## config.mk

```make
export PLATFORM = sky130hd
export DESIGN_NAME = uart_tx_line
export DESIGN_NICKNAME = d
export VERILOG_FILES = /design/src/rtl/uart_tx_line.sv
export SDC_FILE = /design/constraint.sdc
export NUM_CORES = 1
export LEC_CHECK = 0
export ABC_AREA = 1
export CAP_MARGIN = 40
export CORE_MARGIN = 2
export CORE_UTILIZATION = 45
export DETAILED_ROUTE_END_ITERATION = 10
export PLACE_DENSITY = 0.65
export SETUP_SLACK_MARGIN = 0.15
export SLEW_MARGIN = 20
export SYNTH_ARGS = -nofsm -noshare
export SYNTH_HDL_FRONTEND = slang
export SYNTH_SLANG_ARGS = --single-unit
```

## constraint.sdc

```tcl
create_clock -name clk -period 3.1 [get_ports clk]
set_clock_uncertainty 0.15 [all_clocks]
set_input_delay 0.31 -clock clk [delete_from_list [all_inputs] [get_ports clk]]
set_output_delay 0.31 -clock clk [all_outputs]
set_load 0.02 [all_outputs]
```

## src/rtl/uart_tx_line.sv

```systemverilog
module uart_tx_line #(
  parameter int ACC_W  = 16,
  parameter int DATA_W = 8,
  parameter int OSR    = 16
) (
  input  logic              clk,
  input  logic              rst_n,
  input  logic [ACC_W-1:0]  nco_inc,
  input  logic              parity_en,
  input  logic              parity_odd,
  input  logic              flow_en,
  input  logic              cts_n,
  input  logic              fifo_empty,
  input  logic [DATA_W-1:0] fifo_data,
  output logic              fifo_pop,
  input  logic              rx_in,
  input  logic              lpbk_en,
  input  logic              ovrd_en,
  input  logic              ovrd_val,
  output logic              tx,
  output logic              busy
);
  localparam int SUB_W = $clog2(OSR);
  localparam int BIT_W = $clog2(DATA_W);
  localparam logic [SUB_W-1:0] SUB_LAST = SUB_W'(OSR - 1);
  localparam logic [BIT_W-1:0] BIT_LAST = BIT_W'(DATA_W - 1);

  typedef enum logic [2:0] {S_IDLE, S_START, S_DATA, S_PAR, S_STOP} st_t;

  st_t               st;
  logic [ACC_W-1:0]  acc;
  logic              tick;
  logic [SUB_W-1:0]  sub;
  logic [BIT_W-1:0]  bitn;
  logic [DATA_W-1:0] shreg;
  logic              par_q;
  logic [1:0]        cts_sync, rx_sync;
  logic              bit_end, may_start, go, line;

  always_ff @(posedge clk or negedge rst_n)
    if (!rst_n) acc <= '0;
    else        acc <= acc + nco_inc;

  assign tick = ({1'b0, acc} + {1'b0, nco_inc}) > {1'b0, {ACC_W{1'b1}}};

  always_ff @(posedge clk or negedge rst_n)
    if (!rst_n) begin
      cts_sync <= 2'b11;
      rx_sync  <= 2'b11;
    end else begin
      cts_sync <= {cts_sync[0], cts_n};
      rx_sync  <= {rx_sync[0], rx_in};
    end

  assign bit_end   = tick && (sub == SUB_LAST);
  assign may_start = (st == S_IDLE && tick) || (st == S_STOP && bit_end);
  assign go        = may_start && !fifo_empty && !(flow_en && cts_sync[1]);
  assign fifo_pop  = go;

  always_ff @(posedge clk or negedge rst_n)
    if (!rst_n) begin
      st    <= S_IDLE;
      sub   <= '0;
      bitn  <= '0;
      shreg <= '0;
      par_q <= 1'b0;
    end else if (go) begin
      st    <= S_START;
      sub   <= '0;
      bitn  <= '0;
      shreg <= fifo_data;
      par_q <= (^fifo_data) ^ parity_odd;
    end else if (tick && st != S_IDLE) begin
      sub <= sub + 1'b1;
      if (sub == SUB_LAST) begin
        case (st)
          S_START: st <= S_DATA;
          S_DATA: begin
            shreg <= shreg >> 1;
            bitn  <= bitn + 1'b1;
            if (bitn == BIT_LAST) st <= parity_en ? S_PAR : S_STOP;
          end
          S_PAR:   st <= S_STOP;
          default: st <= S_IDLE;
        endcase
      end
    end

  always_comb
    case (st)
      S_START: line = 1'b0;
      S_DATA:  line = shreg[0];
      S_PAR:   line = par_q;
      default: line = 1'b1;
    endcase

  assign busy = (st != S_IDLE);
  assign tx   = ovrd_en ? ovrd_val : (lpbk_en ? rx_sync[1] : line);

  a_r11_pop_needs_data: assert property (@(posedge clk) disable iff (!rst_n)
    fifo_pop |-> !fifo_empty);
  a_r11_pop_begins_start: assert property (@(posedge clk) disable iff (!rst_n)
    fifo_pop |=> (st == S_START && sub == '0));
  a_r6_cts_gates_start: assert property (@(posedge clk) disable iff (!rst_n)
    (fifo_pop && flow_en) |-> !cts_sync[1]);
  a_r10_moves_on_tick: assert property (@(posedge clk) disable iff (!rst_n)
    (sub != $past(sub)) |-> $past(tick));
  a_r1_idle_line_high: assert property (@(posedge clk) disable iff (!rst_n)
    (!busy && !ovrd_en && !lpbk_en) |-> tx);
  a_r7_no_abort: assert property (@(posedge clk) disable iff (!rst_n)
    (busy && !(st == S_STOP && bit_end)) |=> busy);
endmodule

```

* Word level (Yosys, flattened, before mapping)
Index checks and enable logic that the tools add are counted.
** Storage, ports and cells
- Output and inout port bits :: 3
- Input port bits :: 35
- Flip-flop bits (word level) :: 39
** Cells by class
- Multiplexer cells :: 19
- Reductions and logical operators :: 18
- Bitwise gates (word level) :: 1
- $add $sub $neg :: 4
- Eq/ne operators :: 7
- Magnitude comparators :: 1
** Operator list (count)
- two-way mux 8 bit :: 4
- two-way mux 3 bit :: 9
- adder 16 x 16 -> 17 bit :: 1
- greater-than comparator 17 x 16 -> 1 bit, second input constant :: 1
- adder 16 bit :: 1
- one-hot mux 3 bit (3 select lines) :: 1
- two-way mux 4 bit :: 2
- parity 8 bit :: 1
- logical AND 1 bit :: 7
- == test 3 x 2 -> 1 bit, second input constant :: 2
- == test 3 bit, second input constant :: 2
- AND reduction 3 bit :: 2
- nonzero test 2 bit :: 3
- adder 4 x 1 -> 4 bit, second input constant :: 1
- == test 4 bit, second input constant :: 1
- adder 3 x 1 -> 3 bit, second input constant :: 1
- == test 3 x 1 -> 1 bit, second input constant :: 1
- zero test 3 bit :: 1
- != test 3 bit, second input constant :: 1
- one-hot mux 1 bit (3 select lines) :: 1
- nonzero test 3 bit :: 1
- zero test 1 bit :: 2
- two-way mux 1 bit :: 2
- logical OR 1 bit :: 1
- bitwise XOR 1 bit :: 1

* Depth between registers and ports, before layout
Gate-level depths: netlist of run 1.
- Depth in word-level cells :: 9
- Gate-level depth with buffers :: 14

* Worst setup path after synthesis of run 1
OpenSTA, ideal clock, no wires.
- Path type :: register to output
- Start :: register acc[0]
- End :: output fifo_pop
- Cell stages (with the launch flop) :: 12
- Path slack :: 996 ps
- Data required time :: 2640 ps
- Arrival :: 1644 ps
- Buffers on the path :: 1
- Cells stage by stage :: dfrtp_1 -> ha_1 -> fa_1 -> nand2_1 -> nand2_1 -> nand3_1 -> nand2_2 -> nand2_2 -> nand2_4 -> nand2_4 -> buf_6 -> inv_2
** On the way
- Longest elaborated chain between the ends :: 7
- Elaborated cells on any way between the ends :: 8
** RTL lines
- from (decl) :: line 31 : logic [ACC_W-1:0] acc;
- from (signal assigned) :: line 42 : else acc <= acc + nco_inc;
- adder 16 x 16 -> 17 bit * :: line 44 : assign tick = ({1'b0, acc} + {1'b0, nco_inc}) > {1'b0, {ACC_W{1'b1}}};
- greater-than comparator 17 x 16 -> 1 bit * :: line 44
- logical AND 1 bit :: line 55 : assign bit_end = tick && (sub == SUB_LAST);
- logical AND 1 bit :: line 56 : assign may_start = (st == S_IDLE && tick) || (st == S_STOP && bit_end);
- logical OR 1 bit * :: line 56
- logical AND 1 bit * (2 in a row) :: line 57 : assign go = may_start && !fifo_empty && !(flow_en && cts_sync[1]);
- to (decl) :: line 15 : output logic fifo_pop,
Mark *: on every way between the ends. The rest lies on a longest branch, timed or not.

* Final worst setup path of run 1
- Start :: input nco_inc[0]
- End :: output fifo_pop
** On the way
- Longest elaborated chain between the ends :: 7
- Elaborated cells on any way between the ends :: 8
** RTL lines
- from (decl) :: line 8 : input logic [ACC_W-1:0] nco_inc,
- adder 16 x 16 -> 17 bit * :: line 44
- greater-than comparator 17 x 16 -> 1 bit * :: line 44
- logical AND 1 bit :: line 55
- logical AND 1 bit :: line 56
- logical OR 1 bit * :: line 56
- logical AND 1 bit * (2 in a row) :: line 57
Marks and branches as above.

==> run_results.csv, run 1 <==
group,metric,value,unit
floorplanning,fp-row-count,27,
detailed_routing,via_count,2095,
floorplanning,dieArea,6230,um2
place,dp_slack,0.154,ns
min_path,min_path_cells,0,
timing,tns,0,ns
floorplanning,fp.dieW,78.9,um
logic_synthesis,async_flop_share,100,%
global_route,gr-total-overflow,0,
timing,finalSetupViolations,0,
clocking,clock-root-buffer,"clkbuf_8",
pwr,total_power,0.00263,W
detailed_routing,highest_layer,"met4",
logic_synthesis,synth_compound_area_share,6.58,%
floorplanning,die_h,78.9,um
detailed_routing,ant_nets,0,
global_route,grt_max_degree,22,
min_path,hold_start,"rx_sync[0]",
critical_path,r2r_cells,14,
detailed_routing,drt-met1-wl,2370,um
critical_path,required,2.64,ns
timing,min_period_over_period,83.9,%
layout,final_util,56.4,%
min_path,worst_hold_path.endpoint,"rx_sync[1]",
timing,max_slew_margin,64.9,%
detailed_routing,first_pass_iters,4,
logic_synthesis,synth_nets,370,
clocking,htreeDepth,2,
logic_synthesis,synth-xor-area-share,6.93,%
logic_synthesis,netlist_instances,315,
logic_synthesis,syn_area,2530,um2
floorplanning,core,5470,um2
clocking,clockBufferDepth,2,
layout,nFillCells,530,
place,gp_congestion,0.887,
critical_path,start_kind,"input pin",
global_route,grt_usage,17.4,%
detailed_routing,route.met3.wl,177,um
clocking,post_cts_buffers,0,
detailed_routing,drt_wl_total,5040,um
place,io_buffers,37,
pwr,p_per_area,853,nW/um2
timing,min_period,2.60,ns
detailed_routing,wl_per_cell,11.7,um
place,dp_hpwl,3940,um
critical_path,regToRegStartpoint,"acc[0]",
timing,finalWorstSetupSlack,0.501,ns
clocking,clock-sinks,39,
logic_synthesis,ys_seq_elements,39,
layout,drive_gt1_share,9.44,%
clocking,insertion_delay,0.29,ns
global_route,grt_antenna_before_repair,0,
logic_synthesis,synth_top_family_by_area,"simple AND/OR/NAND/NOR gates",
flow_run,maxCapViolCount,0,
timing,rsz0062_at_grt,"false",
pwr,leakagePower,1.63,nW
clocking,cts_tree,"built",
critical_path,reg2reg_slack,0.70,ns
global_route,grt_pass1_wl,8480,um
clocking,path_clk_slew,0.08,ns
floorplanning,start_util,46.2,%
detailed_routing,routed-wl-met2,2440,um
layout,area_growth,22.0,%
logic_synthesis,yosysUniqueCellTypes,36,
clocking,cts-buffers-inserted,5,
detailed_routing,viasPerCell,4.85,
logic_synthesis,synth_seq_area_share,38.8,%
detailed_routing,drc_errors,0,
global_route,grt_pass1_vias,1973,
logic_synthesis,synth.top_cell.area_share,34.7,%
timing,final_max_slew_viol_count,0,
layout,antenna_cells,0,
critical_path,end_kind,"output port",
logic_synthesis,ys_top_cells_by_area,"dfrtp_1, nand2_1, ha_1, nand3_1, xor2_1",
outcome,status,"finished, final reports clean",
logic_synthesis,yosysTopAreaCell,"dfrtp_1",
pwr,ir_drop,0.539,mV
detailed_routing,drt-initial-drc-count,147,
timing,hold_violations,0,
layout,nNetsFinal,414,
floorplanning,pin_count,38,
critical_path,cp.arrival,2.14,ns
timing,fmax,385,MHz
logic_synthesis,synth-simple-area-share,31.5,%
logic_synthesis,synth-edff-count,0,
critical_path,crit_fanout,6,
min_path,hold_class,"reg2reg",
critical_path,criticalPathCategory,"in2out",
logic_synthesis,synth_fa_ha_area_share,10.2,%
timing,tightest_slew,0.527,ns
logic_synthesis,synth_top_flop_cell,"dfrtp_1",
logic_synthesis,synth_warnings,0,
critical_path,timing.rr.end,"shreg[7]",
logic_synthesis,syn-mean-instance-area,8.02,um2
logic_synthesis,muxShareOfSynthArea,0.396,%
## logic make-up (layout without fill, tap and decap cells)
group | after synthesis | count (layout)
buffers and inverters | 30 | 75
XOR/XNOR | 20 | 20
multiplexers | 1 | 1
AO/OA/AOI/OAI | 26 | 26
AND/OR/NAND/NOR | 179 | 179
adder cells (fa/ha/maj) | 20 | 20
flip-flops | 39 | 39
## cells in the mapped netlist, types with 2 or more instances
| library cell | instances |
|---|---|
| a21o_1 | 5 |
| a21oi_1 | 12 |
| buf_6 | 3 |
| dfrtp_1 | 35 |
| dfstp_2 | 4 |
| ha_1 | 19 |
| inv_1 | 20 |
| inv_2 | 5 |
| nand2_1 | 111 |
| nand2_2 | 3 |
| nand2_4 | 3 |
| nand3_1 | 33 |
| nand4_1 | 2 |
| nor2_1 | 16 |
| nor3_1 | 2 |
| o21ai_0 | 2 |
| or2_0 | 2 |
| or2_2 | 2 |
| xnor2_1 | 6 |
| xor2_1 | 14 |
## critical path, cell delays in order
cell and delay (ns):
clkdlybuf4s50_1 0.40, ha_1 0.23, fa_1 0.40, nand2_1 0.08, nand2_1 0.06, nand3_1 0.10, nand2_2 0.09, nand2_2 0.09
nand2_4 0.06, nand2_4 0.06, inv_2 0.06, dlymetal6s2s_1 0.21
## routing by layer
layer	vias up	global-route usage [%]
met5	-	0
met4	0	4.66
met3	4	3.52
met2	35	30.8
met1	947	21.6
li1	1109	-
## registers in the layout (all words and copies together) (netlist names)
signal    flops
st            3
acc          16
cts_sync      2
sub           4
bitn          3
par_q         1
shreg         8
rx_sync       2
## report_power, final
part	leakage (nW)	internal, W	total (W)	switching (W)
sequential	0.478	0.000721	0.000814	0.0000936
combinational	1.11	0.000591	0.00147	0.000884
clock	0.0412	0.000157	0.000343	0.000185
## timing repair
| action | in CTS | in global routing |
|---|---|---|
| resized for setup | 0 | 1 |
| endpoints found under the setup margin | 0 | 1 |
| endpoints found under the hold margin | 18 | 0 |
| hold buffers | 1 | 0 |
## stage by stage
step / hold slack [ns] / area, um2 / instances
6_report: 0.208 / 3080 / 432
5_1_grt: 0.213 / 3080 / 432
4_1_cts: 0.210 / 3080 / 432
3_5_place_dp: 0.163 / 2990 / 423
3_3_place_gp: 0.196 / 2960 / 422
2_1_floorplan: -0.136 / 2530 / 315
## cell type report
cell class | instances | area (um2) | area share, %
flip-flops and latches | 39 | 981 | 31.8
clock buffers | 6 | 72.6 | 2.35
inverters | 25 | 93.8 | 3.04
repair buffers | 42 | 428 | 13.9
clock inverters | 2 | 12.5 | 0.406
multi-input cells | 246 | 1410 | 45.6
well taps | 72 | 90.1 | 2.92
## how the worst max path moves through the flow
| stage | startpoint | to | slack [ns] | cells past startpoint |
|---|---|---|---|---|
| floorplan | acc[0] | fifo_pop | 1.0 | 11 |
| global placement | nco_inc[0] | fifo_pop | 0.18 | 12 |
| detailed placement | nco_inc[0] | fifo_pop | 0.15 | 12 |
| CTS | nco_inc[0] | fifo_pop | 0.15 | 12 |
| global route | st[2] | tx | 0.38 | 8 |
| finish | nco_inc[0] | fifo_pop | 0.50 | 12 |
## cell usage in the layout (no fill, tap or decap), types with 3 or more instances in the layout
cell type,n
a21o_1,5
a21oi_1,12
buf_4,3
clkbuf_8,5
clkdlybuf4s50_1,35
dfrtp_1,35
dfstp_2,4
ha_1,19
inv_1,20
inv_2,5
nand2_1,111
nand2_2,3
nand2_4,3
nand3_1,33
nor2_1,16
xnor2_1,6
xor2_1,14
Power figures use the tool's default switching activity.
==> inputs of run 2 (changes only) <==
- clock period: 3.1 -> 2.4 ns (I/O delays scaled with it)
==> run_results.csv, run 2 (synthesis gave the netlist of run 1 again) <==
group,metric,value,unit
timing,tns,0,ns
critical_path,r2r_cells,14,
layout,seq_area,981,um2
critical_path,end_kind,"output port",
floorplanning,fp-row-count,27,
layout,nNetsFinal,448,
critical_path,crit_chain,"ha_2, fa_2, nand2_2, nand2_2, nand3_2, nand2_2, nand2_2, nand2_4, nand2_4, inv_2, buf_6",
detailed_routing,viasPerCell,4.90,
detailed_routing,drt_wl_total,5400,um
pwr,ir_drop,0.666,mV
pwr,leakagePower,1.80,nW
critical_path,startpoint,"acc[0]",
clocking,cts_tree,"built",
layout,reg_top3,"acc: 16 flops, shreg: 8 flops, sub: 4 flops",
floorplanning,fp.dieW,78.9,um
layout,final_cells,466,
critical_path,required,2.01,ns
floorplanning,core,5470,um2
critical_path,start_kind,"flop",
layout,multi_input_area,1430,um2
timing,final_max_slew_viol_count,0,
critical_path,cpMaxStageDelayCell,"fa_2",
detailed_routing,ant_nets,0,
pwr,p_per_area,1170,nW/um2
place,dp_cells,455,
layout,area_growth,34.2,%
min_path,hold_start,"cts_n",
clocking,clockBufferDepth,2,
layout,largest_register,"acc",
layout,drive_gt1_share,19.8,%
place,io_buffers,37,
timing,max_slew_margin,68.4,%
critical_path,max_stage_delay,0.38,ns
clocking,clock-sinks,39,
critical_path,crit_top_cell,"nand2_2",
clocking,clock-root-buffer,"clkbuf_8",
detailed_routing,wl_per_cell,11.6,um
detailed_routing,drc_errors,0,
detailed_routing,via_count,2284,
critical_path,cp.arrival,1.88,ns
global_route,grt_pass1_vias,2260,
layout,largest_register_ffs,16,
critical_path,cp.depth,11,
timing,min_period,2.27,ns
layout,nFillCells,502,
critical_path,regToRegStartpoint,"acc[0]",
timing,finalWorstSetupSlack,0.132,ns
detailed_routing,first_pass_iters,4,
critical_path,crit_fanout,2,
timing,min_period_over_period,94.5,%
flow_run,maxCapViolCount,0,
detailed_routing,drt-initial-drc-count,123,
floorplanning,die_h,78.9,um
timing,hold_violations,0,
critical_path,reg2reg_slack,0.23,ns
clocking,insertion_delay,0.30,ns
critical_path,worst-path-buf-inv,2,
timing,tightest_slew,0.474,ns
clocking,cts-buffers-inserted,5,
timing,fmax,441,MHz
layout,antenna_cells,0,
place,placed_area,3230,um2
clocking,path_clk_slew,0.08,ns
layout,layout_commonest_cell,"nand2_1",
global_route,grt_usage,19.1,%
min_path,min_path_cells,1,
global_route,grt_max_degree,23,
layout,postLayoutCellArea,3390,um2
global_route,grt_antenna_before_repair,0,
timing,rsz0062_at_grt,"true",
floorplanning,start_util,46.2,%
place,gp_congestion,0.885,
outcome,status,"finished, final reports clean",
floorplanning,dieArea,6230,um2
min_path,hold_class,"in2reg",
critical_path,criticalPathCategory,"reg2out",
place,dp_hpwl,4190,um
global_route,grt_pass1_wl,9490,um
place,dp_slack,-0.309,ns
global_route,gr-total-overflow,0,
floorplanning,pin_count,38,
clocking,htreeDepth,2,
pwr,total_power,0.00398,W
critical_path,crit_family,"adder cells",
layout,layout_common_cells,"nand2_1, buf_4, dfrtp_1",
timing,finalSetupViolations,0,
-- run 2: changes by cell type in the layout (fill, tap and decap cells not counted), moves of 2 or more --
cell	delta
buf_4	+33
buf_6	+2
nand2_1	-3
nand2_2	+3
-- run 2: where the power goes --
| part | switching, W | internal [W] | total (W) |
|---|---|---|---|
| sequential | 0.000125 | 0.000931 | 0.00106 |
| combinational | 0.00126 | 0.00109 | 0.00235 |
| clock | 0.000259 | 0.000310 | 0.000569 |
-- run 2: path summary, 6_finish.rpt --
path / end
setup reg to reg: shreg[1]
hold / removal: cts_sync[0]
max in group asynchronous: cts_sync[0]
setup / recovery: fifo_pop
min in group asynchronous: st[2]
hold reg to reg: cts_sync[1]
-- run 2: layer usage --
layer / vias to the layer above / track usage [%] / routed length [um]
met5: - / 0 / 0
met4: 0 / 5.69 / 63
met3: 9 / 4.09 / 227
met2: 48 / 34.1 / 2630
met1: 1052 / 23.2 / 2480
li1: 1175 / - / -
-- run 2: area by class of cell --
type / instances / area share (%)
sequential: 39 / 28.9
clock buffer: 5 / 2.03
tap: 72 / 2.66
clock inverter: 3 / 1.29
inverter: 25 / 2.92
timing repair buffer: 76 / 20.1
multi-input combinational: 246 / 42.1
-- run 2: timing repair --
item / CTS / global route
buffers inserted: 0 / 2
cloned: 0 / 0
gates resized for setup: 10 / 10
hold buffers: 1 / 0
endpoints found under the setup margin: 16 / 16
pin swaps: 0 / 4
hold endpoints to repair: 17 / 0
-- run 2: per-stage QoR --
step / utilization [%] / hold WS [ns]
finish: 62.0 / 0.196
global route: 62.0 / 0.193
CTS: 61.3 / 0.194
detailed placement: 59.0 / 0.0748
global placement: 58.5 / 0.197
floorplan: - / -0.206
-- run 2: worst reg2reg max path: stages (launching register included) --
cell	delay, ns
dfrtp_1	0.37
ha_2	0.20
fa_2	0.38
nand2_2	0.08
nand2_2	0.06
nand3_2	0.07
nand2_2	0.06
nand2_2	0.08
nand2_4	0.06
buf_4	0.19
nand3_2	0.09
nand2_4	0.10
inv_6	0.11
nand2_1	0.06
nand2_1	0.05
==> inputs of run 3 (changes only) <==
- CAP_MARGIN: 40 -> 20
==> run_results.csv, run 3 (synthesis gave the netlist of run 1 again) <==
group,metric,value,unit
timing,whs,0.195,ns
layout,antenna_cells,0,
pwr,leakagePower,1.81,nW
floorplanning,dieArea,6230,um2
floorplanning,core,5470,um2
detailed_routing,drt-initial-drc-count,97,
layout,reg_top3,"acc: 16 flops, shreg: 8 flops, sub: 4 flops",
place,dp_hpwl,4020,um
clocking,htreeDepth,2,
floorplanning,die_h,78.9,um
critical_path,r2r_cells,14,
critical_path,criticalPathCategory,"in2out",
min_path,hold_class,"in2reg",
critical_path,crit_top_cell,"nand2_2",
critical_path,end_kind,"output port",
clocking,post_cts_buffers,0,
detailed_routing,viasPerCell,4.86,
detailed_routing,drc_errors,0,
min_path,min_path_cells,1,
timing,min_period_over_period,94.6,%
clocking,insertion_delay,0.30,ns
critical_path,crit_chain,"clkdlybuf4s50_1, ha_4, fa_2, nand2_2, nand2_2, nand3_2, nand2_2, nand2_2, nand2_4, nand2_4, inv_2, buf_6",
place,gp_congestion,0.885,
pwr,p_switching,0.00166,W
critical_path,cpMaxStageDelayCell,"clkdlybuf4s50_1",
clocking,clock-root-buffer,"clkbuf_8",
layout,layout_common_cells,"nand2_1, dfrtp_1, clkdlybuf4s50_1, buf_4, nand3_1",
floorplanning,start_util,46.2,%
pwr,ir_drop,0.720,mV
critical_path,cp.arrival,1.88,ns
clocking,cts-buffers-inserted,5,
timing,hold_violations,0,
global_route,grt_pass1_vias,2215,
global_route,grt_max_degree,40,
floorplanning,fp-row-count,27,
global_route,grt_antenna_before_repair,0,
detailed_routing,wl_per_cell,11.7,um
critical_path,regToRegStartpoint,"acc[0]",
critical_path,start_kind,"input pin",
timing,tightest_slew,0.864,ns
timing,min_period,2.27,ns
critical_path,reg2reg_slack,0.26,ns
global_route,grt_pass1_wl,9180,um
critical_path,crit_fanout,2,
timing,rsz0062_at_grt,"true",
min_path,worst_hold_path.endpoint,"cts_sync[0]",
detailed_routing,drt_wl_total,5460,um
critical_path,max_stage_delay,0.46,ns
place,io_buffers,37,
timing,max_slew_margin,42.4,%
timing,fmax,440,MHz
detailed_routing,first_pass_iters,4,
pwr,power_frac_comb,58.0,%
pwr,pwr-share-clk,16.2,%
layout,layout_commonest_cell,"nand2_1",
floorplanning,pin_count,38,
layout,nNetsFinal,447,
pwr,swShare,40.5,%
timing,final_max_slew_viol_count,0,
min_path,hold_start,"cts_n",
global_route,gr-total-overflow,0,
pwr,seqPwrFrac,25.9,%
layout,largest_register,"acc",
pwr,p_int,0.00244,W
clocking,clock-sinks,39,
clocking,cts_tree,"built",
pwr,p_per_area,1200,nW/um2
clocking,clockBufferDepth,2,
outcome,status,"finished, final reports clean",
timing,finalSetupViolations,0,
layout,area_growth,34.6,%
pwr,total_power,0.00410,W
global_route,grt_usage,18.8,%
layout,largest_register_ffs,16,
layout,final_util,62.2,%
critical_path,required,2.01,ns
floorplanning,fp.dieW,78.9,um
flow_run,maxCapViolCount,0,
clocking,path_clk_slew,0.08,ns
detailed_routing,via_count,2260,
layout,drive_gt1_share,19.1,%
detailed_routing,ant_nets,0,
critical_path,timing.rr.end,"shreg[6]",
==> run 3: cell types whose count changed in the layout (fill, tap and decap cells not counted), sizes merged <==
cell and change:
clkbuf +1, buf -3, bufinv +1, inv +1, nand2 +1, clkinv -2
==> run 3: worst max-delay path: cells and delay by family <==
kind,cells,cell delay [ns]
AND/OR/NAND/NOR,7,0.46
adder cells (fa/ha/maj),2,0.55
buffers and inverters,3,0.62
==> run 3: worst max path at each step <==
| stage | from | to | depth (start not counted) |
|---|---|---|---|
| 6_report | nco_inc[0] | fifo_pop | 12 |
| 5_1_grt | acc[0] | fifo_pop | 11 |
| 4_1_cts | acc[0] | fifo_pop | 11 |
| 3_5_place_dp | nco_inc[0] | fifo_pop | 12 |
| 3_3_place_gp | nco_inc[0] | fifo_pop | 12 |
| 2_1_floorplan | acc[0] | st[1] | 14 |
==> run 3: area by class of cell <==
class	count	area, um2
clock inverter	2	60.1
sequential	39	981
inverter	25	101
fill	462	2070
timing repair inverter	1	6.26
clock buffer	6	72.6
tap	72	90.1
timing repair buffer	73	638
multi-input combinational	247	1450
==> run 3: what timing repair did <==
action | CTS | global route
gates cloned | 0 | 2
pin swaps | 0 | 6
hold endpoints to repair | 35 | 0
resized for setup | 9 | 14
setup endpoints to repair | 15 | 16
hold buffers | 1 | 0
==> run 3: power by group through the flow <==
stage               logic, W  registers [W]  clock network, W
floorplan            0.00151        0.00104                 0
global placement     0.00224        0.00106                 0
detailed placement   0.00228        0.00107                 0
CTS                  0.00230        0.00105          0.000684
global route         0.00269        0.00108          0.000702
finish               0.00238        0.00106          0.000662
==> run 3: per-layer routing <==
metal	vias up	global-route usage, %	wire length, um	part of all wire (%)
met5	-	0	0	0
met4	0	6.55	72	1.3
met3	9	3.86	224	4.1
met2	47	34.5	2700	49
met1	1032	21.7	2460	45
li1	1172	-	-	-
==> run 3: through the flow <==
stage / setup slack, ns / area (um2) / std cells / TNS, ns
global route: 0.0329 / 3400 / 465 / 0
finish: 0.129 / 3400 / 465 / 0
global placement: -0.281 / 3200 / 454 / -2.99
CTS: 0.135 / 3350 / 463 / 0
detailed placement: -0.311 / 3200 / 454 / -3.73
floorplan: 0.310 / 2530 / 315 / 0
